==> src/rtl/serq_pkg.sv <==
package serq_pkg;
   localparam int BYTE_W   = 8;
   localparam int CTL_EN   = 0;
   localparam int CTL_RXCL = 1;
   localparam int CTL_TXCL = 2;
   localparam int LE_W     = 4;
   localparam int ST_W     = 32;
endpackage

==> src/rtl/serq_ring.sv <==
module serq_ring
   import serq_pkg::*;
#(
   parameter int DEPTH = 16,
   localparam int PTR_W = (DEPTH > 1) ? $clog2(DEPTH) : 1,
   localparam int CNT_W = $clog2(DEPTH + 1)
) (
   input  logic              clk,
   input  logic              rst_n,
   input  logic              clr,
   input  logic              push,
   input  logic [BYTE_W-1:0] din,
   input  logic              pop,
   output logic [BYTE_W-1:0] head,
   output logic [CNT_W-1:0]  count,
   output logic              full,
   output logic              empty
);
   logic [BYTE_W-1:0] mem [DEPTH];
   logic [PTR_W-1:0]  wptr, rptr, wnext, rnext;
   logic              do_push, do_pop;

   assign full    = (count == CNT_W'(DEPTH));
   assign empty   = (count == '0);
   assign do_push = push & ~full;
   assign do_pop  = pop & ~empty;
   assign head    = mem[rptr];

   generate
      if ((DEPTH & (DEPTH - 1)) == 0) begin : g_pow2_wrap
         assign wnext = wptr + 1'b1;
         assign rnext = rptr + 1'b1;
      end else begin : g_cmp_wrap
         assign wnext = (wptr == PTR_W'(DEPTH - 1)) ? '0 : wptr + 1'b1;
         assign rnext = (rptr == PTR_W'(DEPTH - 1)) ? '0 : rptr + 1'b1;
      end
   endgenerate

   always_ff @(posedge clk) begin
      if (do_push && !clr) mem[wptr] <= din;
   end

   always_ff @(posedge clk or negedge rst_n) begin
      if (!rst_n) begin
         wptr  <= '0;
         rptr  <= '0;
         count <= '0;
      end else if (clr) begin
         wptr  <= '0;
         rptr  <= '0;
         count <= '0;
      end else begin
         if (do_push) wptr <= wnext;
         if (do_pop)  rptr <= rnext;
         case ({do_push, do_pop})
            2'b10:   count <= count + 1'b1;
            2'b01:   count <= count - 1'b1;
            default: count <= count;
         endcase
      end
   end
endmodule

==> src/rtl/serq_level.sv <==
module serq_level #(
   parameter int LIMIT = 16,
   localparam int LVL_W = $clog2(LIMIT + 1)
) (
   input  logic             clk,
   input  logic             rst_n,
   input  logic             clr,
   input  logic             inc,
   input  logic             dec,
   output logic [LVL_W-1:0] level,
   output logic             at_limit
);
   logic up, down;

   assign at_limit = (level == LVL_W'(LIMIT));
   assign up       = inc & ~at_limit;
   assign down     = dec & (level != '0);

   always_ff @(posedge clk or negedge rst_n) begin
      if (!rst_n)        level <= '0;
      else if (clr)      level <= '0;
      else if (up & ~down) level <= level + 1'b1;
      else if (down & ~up) level <= level - 1'b1;
   end
endmodule

==> src/rtl/serq_lerr.sv <==
module serq_lerr
   import serq_pkg::*;
(
   input  logic            clk,
   input  logic            rst_n,
   input  logic            rd,
   input  logic [LE_W-1:0] set,
   output logic [LE_W-1:0] word
);
   always_ff @(posedge clk or negedge rst_n) begin
      if (!rst_n) word <= '0;
      else        word <= (rd ? '0 : word) | set;
   end
endmodule

==> src/rtl/serial_rx_queue.sv <==
module serial_rx_queue
   import serq_pkg::*;
#(
   parameter int DEPTH    = 16,
   parameter int TX_DEPTH = 16,
   localparam int CNT_W   = $clog2(DEPTH + 1),
   localparam int TXC_W   = $clog2(TX_DEPTH + 1)
) (
   input  logic        clk,
   input  logic        rst_n,
   input  logic        cfg_wr,
   input  logic [2:0]  cfg_wdata,
   output logic [2:0]  cfg_rdata,
   input  logic        line_push,
   input  logic [7:0]  line_byte,
   input  logic        line_break,
   input  logic [2:0]  line_errs,
   input  logic        rx_pop,
   output logic [7:0]  rx_data,
   output logic        rx_ready,
   output logic [31:0] fifo_status,
   input  logic        lerr_rd,
   output logic [3:0]  lerr_word,
   input  logic        tx_load,
   input  logic        tx_drain,
   output logic        rx_event_pulse,
   output logic        rx_error_pulse
);
   generate
      if (DEPTH < 2 || DEPTH > 255) begin : g_bad_depth
         $error("DEPTH must lie in 2..255 to fit the count field");
      end
      if (TX_DEPTH < 2 || TX_DEPTH > 255) begin : g_bad_txdepth
         $error("TX_DEPTH must lie in 2..255 to fit the count field");
      end
   endgenerate

   logic              q_en;
   logic              rx_clr, tx_clr;
   logic              pushv;
   logic [BYTE_W-1:0] push_byte;
   logic [BYTE_W-1:0] rq_head, hold;
   logic [CNT_W-1:0]  rq_count;
   logic              rq_full, rq_empty;
   logic [TXC_W-1:0]  tx_count;
   logic              tx_full;

   assign rx_clr    = cfg_wr & cfg_wdata[CTL_RXCL];
   assign tx_clr    = cfg_wr & cfg_wdata[CTL_TXCL];
   assign pushv     = line_push | line_break;
   assign push_byte = line_break ? '0 : line_byte;

   always_ff @(posedge clk or negedge rst_n) begin
      if (!rst_n)      q_en <= 1'b0;
      else if (cfg_wr) q_en <= cfg_wdata[CTL_EN];
   end
   assign cfg_rdata = {2'b00, q_en};

   serq_ring #(.DEPTH(DEPTH)) ring_i (
      .clk   (clk),
      .rst_n (rst_n),
      .clr   (rx_clr),
      .push  (q_en & pushv),
      .din   (push_byte),
      .pop   (q_en & rx_pop),
      .head  (rq_head),
      .count (rq_count),
      .full  (rq_full),
      .empty (rq_empty)
   );

   always_ff @(posedge clk or negedge rst_n) begin
      if (!rst_n)               hold <= '0;
      else if (!q_en && pushv)  hold <= push_byte;
   end

   always_ff @(posedge clk or negedge rst_n) begin
      if (!rst_n)      rx_ready <= 1'b0;
      else if (rx_clr) rx_ready <= 1'b0;
      else if (pushv)  rx_ready <= 1'b1;
      else if (rx_pop && (!q_en || rq_count == CNT_W'(1))) rx_ready <= 1'b0;
   end

   always_ff @(posedge clk or negedge rst_n) begin
      if (!rst_n) begin
         rx_event_pulse <= 1'b0;
         rx_error_pulse <= 1'b0;
      end else begin
         rx_event_pulse <= pushv;
         rx_error_pulse <= q_en & ((rx_pop & rq_empty) | (pushv & rq_full));
      end
   end

   assign rx_data = q_en ? (rq_empty ? '0 : rq_head) : hold;

   serq_level #(.LIMIT(TX_DEPTH)) txlvl_i (
      .clk      (clk),
      .rst_n    (rst_n),
      .clr      (tx_clr),
      .inc      (tx_load),
      .dec      (tx_drain),
      .level    (tx_count),
      .at_limit (tx_full)
   );

   serq_lerr lerr_i (
      .clk  (clk),
      .rst_n(rst_n),
      .rd   (lerr_rd),
      .set  ({line_break, line_errs}),
      .word (lerr_word)
   );

   always_comb begin
      fifo_status        = '0;
      fifo_status[7:0]   = rq_full ? 8'h00 : 8'(rq_count);
      fifo_status[8]     = rq_full;
      fifo_status[9]     = |lerr_word;
      fifo_status[23:16] = 8'(tx_count);
      fifo_status[24]    = tx_full;
   end
endmodule

==> config.mk <==
export PLATFORM = sky130hd
export DESIGN_NAME = serial_rx_queue
export DESIGN_NICKNAME = d
export VERILOG_FILES = /design/src/rtl/serq_pkg.sv /design/src/rtl/serq_ring.sv /design/src/rtl/serq_level.sv /design/src/rtl/serq_lerr.sv /design/src/rtl/serial_rx_queue.sv
export SDC_FILE = /design/constraint.sdc
export NUM_CORES = 1
export LEC_CHECK = 0
export BUFFER_PORTS_ARGS = -buffer_cell sky130_fd_sc_hd__buf_2
export CORE_UTILIZATION = 63
export DETAILED_ROUTE_END_ITERATION = 16
export GPL_ROUTABILITY_DRIVEN = 1
export MAX_ROUTING_LAYER = met4
export PLACE_DENSITY = 0.86
export SYNTH_ARGS = -nofsm -noshare
export SYNTH_HDL_FRONTEND = slang
export SYNTH_SLANG_ARGS = --single-unit
==> constraint.sdc <==
create_clock -name clk -period 4.93 [get_ports clk]
set_input_delay 0.2465 -clock clk [delete_from_list [all_inputs] [get_ports clk]]
set_output_delay 0.2465 -clock clk [all_outputs]
set_load 0.005 [all_outputs]
# Yosys cells after proc, flatten, opt, wreduce, memory -nomap -nowiden
# Memories as Yosys holds them, arrays and structs flattened.
# Index checks and enable logic that the tools add are counted.
# op_classes
eq_ne	5
mux	19
bitwise_logic	21
n_reduce_logical	14
addsub	6
# op_table
cell	count
5-bit two-way mux	5
8-bit two-way mux	3
4-bit two-way mux	5
1-bit AND	13
5-bit by 1-bit adder with 5-bit output, second input constant	2
5-bit == test, second input constant	2
5-bit case mux with 2 select lines	1
5-bit by 1-bit subtractor with 5-bit output, second input constant	2
3-bit nonzero test	3
4-bit by 1-bit adder with 4-bit output, second input constant	2
5-bit by 1-bit == test with 1-bit output, second input constant	1
5-bit logical NOT	1
1-bit two-way mux	5
1-bit NOT	5
5-bit nonzero test	1
4-bit OR	1
2-bit nonzero test	2
4-bit OR reduction	1
1-bit logical AND	3
2-bit by 1-bit == test with 1-bit output, second input constant	1
2-bit == test, second input constant	1
1-bit logical NOT	2
1-bit OR	2
1-bit logical OR	1
# totals
mem_bits_rw	128
word_cells	76
mem_count	1
ff_bits	34
input_bits	23
# mem_list
memory	words	word_bits	rd	rd_ports_with_merged_regs	write_ports	line	text
ring_i.mem	16	8	1	0	1	serq_ring.sv:19	logic [BYTE_W-1:0] mem [DEPTH];

# Logic depth before layout (Yosys ltp)
# logic_depth
depth_word	8
depth_mapped	11
mapped_depth_nobuf	11

# Modules after synthesis
# From an unflattened synthesis, not the netlist that was laid out.
# unflattened
hier_cells	456
hier_area_um2	7468.4
# modules_own_cells
mod	area_per_inst_um2	n_inst	cells_per_inst
serq_ring	5941.9	1	298
serial_rx_queue	940.9	1	100
serq_level	451.7	1	49
serq_lerr	133.9	1	9

# Least setup slack after synthesis
# Ideal clock, no wire load.
# synth_path
kind	register -> register
startpoint	register txlvl_i.level[1]
endpoint	register txlvl_i.level[4]
stages_incl_launch_ff	10
t_arrival_ns	2.451
synth_period_minus_slack_ns	2.576
path_slack_ns	2.354
setup_time_ns	0.126
required_ns	4.804
path_cell_list	dfrtp_1 -> or4_4 -> nand2_1 -> nand3_1 -> fa_1 -> a21o_1 -> a21oi_1 -> o21ai_0 -> a22oi_1 -> a21oi_1
# synth_via
elab_chain_cells	6
elab_cells_between_ends	15
# synth_lines
item	line	text
from (decl)	serq_level.sv:10	output logic [LVL_W-1:0] level,
from (signal assigned)	serq_level.sv:22	else if (up & ~down) level <= level + 1'b1;
from (signal assigned)	serq_level.sv:23	else if (down & ~up) level <= level - 1'b1;
parallel branches: the longest is 6 deep, another holds 5-bit by 1-bit subtractor with 5-bit output	--	
# Parallel ways; which one is timed is not known. The select of a mux whose other input is x is not followed.
# A chain may end at the register's enable or synchronous reset.

# Worst setup path after layout
# layout_path
startpoint	register ring_i.count[0]
endpoint	output rx_data[0]
# layout_via
elab_chain_cells	3
# layout_lines
item	line	text
from (decl)	serq_ring.sv:15	output logic [CNT_W-1:0] count,
from (signal assigned)	serq_ring.sv:56	2'b10: count <= count + 1'b1;
from (signal assigned)	serq_ring.sv:57	2'b01: count <= count - 1'b1;
from (signal assigned)	serq_ring.sv:58	default: count <= count;
5-bit logical NOT	serq_ring.sv:24	assign empty = (count == '0);
8-bit two-way mux (2 in a row)	serial_rx_queue.sv:94	assign rx_data = q_en ? (rq_empty ? '0 : rq_head) : hold;
to (decl)	serial_rx_queue.sv:19	output logic [7:0] rx_data,
# Every way passes these cells.

==> impl_results.md <==
- Chip width: ~110 µm
- Gate count of the mapped netlist: about 430
- Latest clock arrival within the worst-skew pair: 0.42 ns
- Worst EP arrival: roughly 2.9 ns
- Post-synthesis sequential area ratio: between 60 and 70%
- Comb power frac: between 20% and 30%
- N_diodes: 0
- # hold bufs at CTS: 3
- Reg-to-reg slack, setup: approximately 2.0 ns
- NetSw: ~0.0012 W
- CP endpoint kind: output port
- Part of the power in registers: ~45%
- Most numerous cell in the Yosys netlist: edfxtp_1
- Initial antenna violation count: 0
- Total routed wirelength: roughly 14000 µm
- Vias in the first global route: between 4000 and 5000
- Initial Util: between 60% and 70%
- First-pass GRT wire length: roughly 21000 µm
- Setup Viol. Count Final: 0
- Worst-margin pin slew: approximately 1.3 ns
- Synth async-reset ratio: approximately a fifth
- Area of the multi-input gates: around 2200 µm²
- Drt pass-1 iters: 7
- DP HPWL: 8750 µm
- Share of cells above drive strength 1: a little over a quarter
- RR Startpoint: txlvl_i.level[1]
- Clock Tree Root: clkbuf_16
- Top cell type's share of synthesized area: 54.1%
- Worst r2r path cells: 9
- Final layout net count: 519
- # IOs: 73
- EDFF count, synth: 128
- Clock transition at path regs: around 0.060 ns
- FF/Latch Area: approximately 4700 µm²
- Filler cells: ~640
- Final slew viol count: 0
- Worst Setup Start Kind: register
- Hold Path Origin: line_errs[0]
- Hold path endpoint: lerr_i.word[0]
- Fmax: 0.315 GHz
- Number of cell rows: 38
- Clock power share: a little under a third
- Int Pwr: ~0.0027 W
- Post-synth top area cell: edfxtp_1
- Dpl cell area: between 7000 and 8000 µm²
- WHS: between 0.015 and 0.02 ns
- Sink Count: roughly 160
- I/O Buffers: 51
- Max_slew headroom: around an eighth
- GP Congestion: ~0.79
- Max cap viols: 0
- Minimum clock period: approximately 3.2 ns
- Pwr/cell area: a little under 500 nW/µm²
- Core Area: about 11000 µm²
- Final hold viol count: 0
- Register bit total from synthesis: between 150 and 200
- Post-route cell area: slightly below 8000 µm²
- Pre-CTS WS: 2.09 ns
- Status: finished clean
- Largest cells by area after synthesis: edfxtp_1, dfrtp_1, mux4_2
- CTS Buf Count: 17
- Cell area after synthesis: just over 7000 µm²
- Die height: ~110 µm
- Switching share of power: 30.0%
- Area Growth Syn to Fin: 11.7%
- Via count: roughly 3800
- Crit path max fanout: 8
- Bufs on Longest Clock Path: 2
- Pin count of the biggest net entering global routing: 36
- Clock skew: between 0.007 and 0.008 ns
- Worst Path Required: roughly 4.7 ns
- Post-DRT Antenna Nets: 0
- Most used flip-flop cell after synthesis: edfxtp_1
- Initial detailed-routing violation count: ~280
- Unique masters post-synth: 49
- YS warnings: 0
- H-tree levels: 4
- Syn_area_per_cell: 16.6 µm²
- Clock tree from TritonCTS: done
- Die area: 11700 µm²
- RSZ-0062 raised after global routing: false
- Final Cycle Share: around 64%
- Routed WL per cell: 21.6 µm
- Leakage power: roughly 2.9 nW
- PostCTS Resize Cnt: 0
- Drt drc: 0
- Post-CTS Setup Inserts: 0
- Critical path class: register to output port
- PnR worst setup slack: 1.76 ns
- List of most frequent post-synthesis cells: edfxtp_1, dfrtp_1, mux4_2
- GRT Overall Usage: a little over a quarter
- Vias per inst: 6.05
- Setup TNS: 0 ns
- Max VDD drop: about 310 µV
- Reg2Reg Capture Point: txlvl_i.level[4]
- Type of the most critical hold path: input port to register
- Hold depth: 2
- Total gr overflow: 0
## worst max-delay path, stage by stage, from the launching register on
cell      delay (ns)
dfrtp_1         0.45
inv_1           0.14
ha_1            0.17
or3b_2          0.52
o211ai_1        0.74
o221ai_1        0.29
buf_2           0.20
## cell type report
class,instances,area share [%]
Sequential cell,162,59.1
Multi-Input combinational cell,235,27.7
Clock buffer,18,5.40
Timing Repair Buffer,55,3.69
Tap cell,140,2.21
Clock inverter,14,1.31
Inverter,11,0.520
## sequential cells by signal (all words and copies together), names as in the netlist
name / cells
hold: 8
ring_i.mem: 128
txlvl_i.level: 5
ring_i.rptr: 4
rx_ready: 1
lerr_i.word: 4
rx_error_pulse: 1
rx_event_pulse: 1
ring_i.count: 5
ring_i.wptr: 4
q_en: 1
## stage by stage
stage / std cells / power [W] / utilization (%)
floorplan: 448 / 0.00244 / -
global placement: 600 / 0.00265 / 67.5
detailed placement: 600 / 0.00270 / 67.5
CTS: 635 / 0.00389 / 72.6
global route: 635 / 0.00404 / 72.6
finish: 635 / 0.00387 / 72.6
## worst max-delay path by stage
stage                     startpoint               end  cells after the start
floorplan           txlvl_i.level[1]  txlvl_i.level[4]                      9
global placement    txlvl_i.level[1]  txlvl_i.level[4]                      9
detailed placement  txlvl_i.level[1]  txlvl_i.level[4]                      9
CTS                   ring_i.rptr[0]        rx_data[4]                      5
global route          ring_i.rptr[0]        rx_data[4]                      5
finish               ring_i.count[0]        rx_data[0]                      6
## power groups by stage
stage	sequential, W	combinational [W]	clock, W
after floorplan	0.00166	0.000778	0
after global placement	0.00176	0.000892	0
after detailed placement	0.00177	0.000925	0
after CTS	0.00175	0.000941	0.00120
after global routing	0.00177	0.00103	0.00125
final	0.00174	0.000938	0.00119
## cell usage in the layout, fill, tap and decap left out, drive strengths merged, types with 2 or more instances in the layout
cell type    count
a211oi           2
a21o             6
a21oi            8
and2            19
buf             52
clkbuf          18
clkinv           7
conb            21
dfrtp           34
dlygate4sd3      3
edfxtp         128
ha              13
inv             17
mux2             8
mux2i           21
mux4            32
nand2           14
nand3            5
nand4            2
nor2            26
nor2b            9
nor3b            2
nor4             3
nor4b            2
o211ai           2
o21ai            5
o221ai           7
or4              2
xnor2            9
xor2             4
## metal layers
layer	vias to the layer above	GRT usage, %	share of wire, %
met4	0	10.9	2.5
met5	-	-	0
met3	40	6.15	6.3
met2	179	41.4	50
met1	1925	33.5	41
li1	1695	-	-
## kinds of logic (layout without fill, tap and decap cells)
logic type / after synthesis / count (layout) / share of synthesized area [%]
xor gates and xnor gates: 13 / 13 / 1.60
muxes: 61 / 61 / 14.4
DFF: 162 / 162 / 66.0
buffers and inverters: 51 / 98 / 4.06
AOI/OAI and AO/OA: 37 / 37 / 4.05
other: 1 / 21 / 0.0527
adders and majority gates: 14 / 14 / 2.57
and+or+nand+nor: 89 / 89 / 7.28
(Power assumes the default switching activity.)
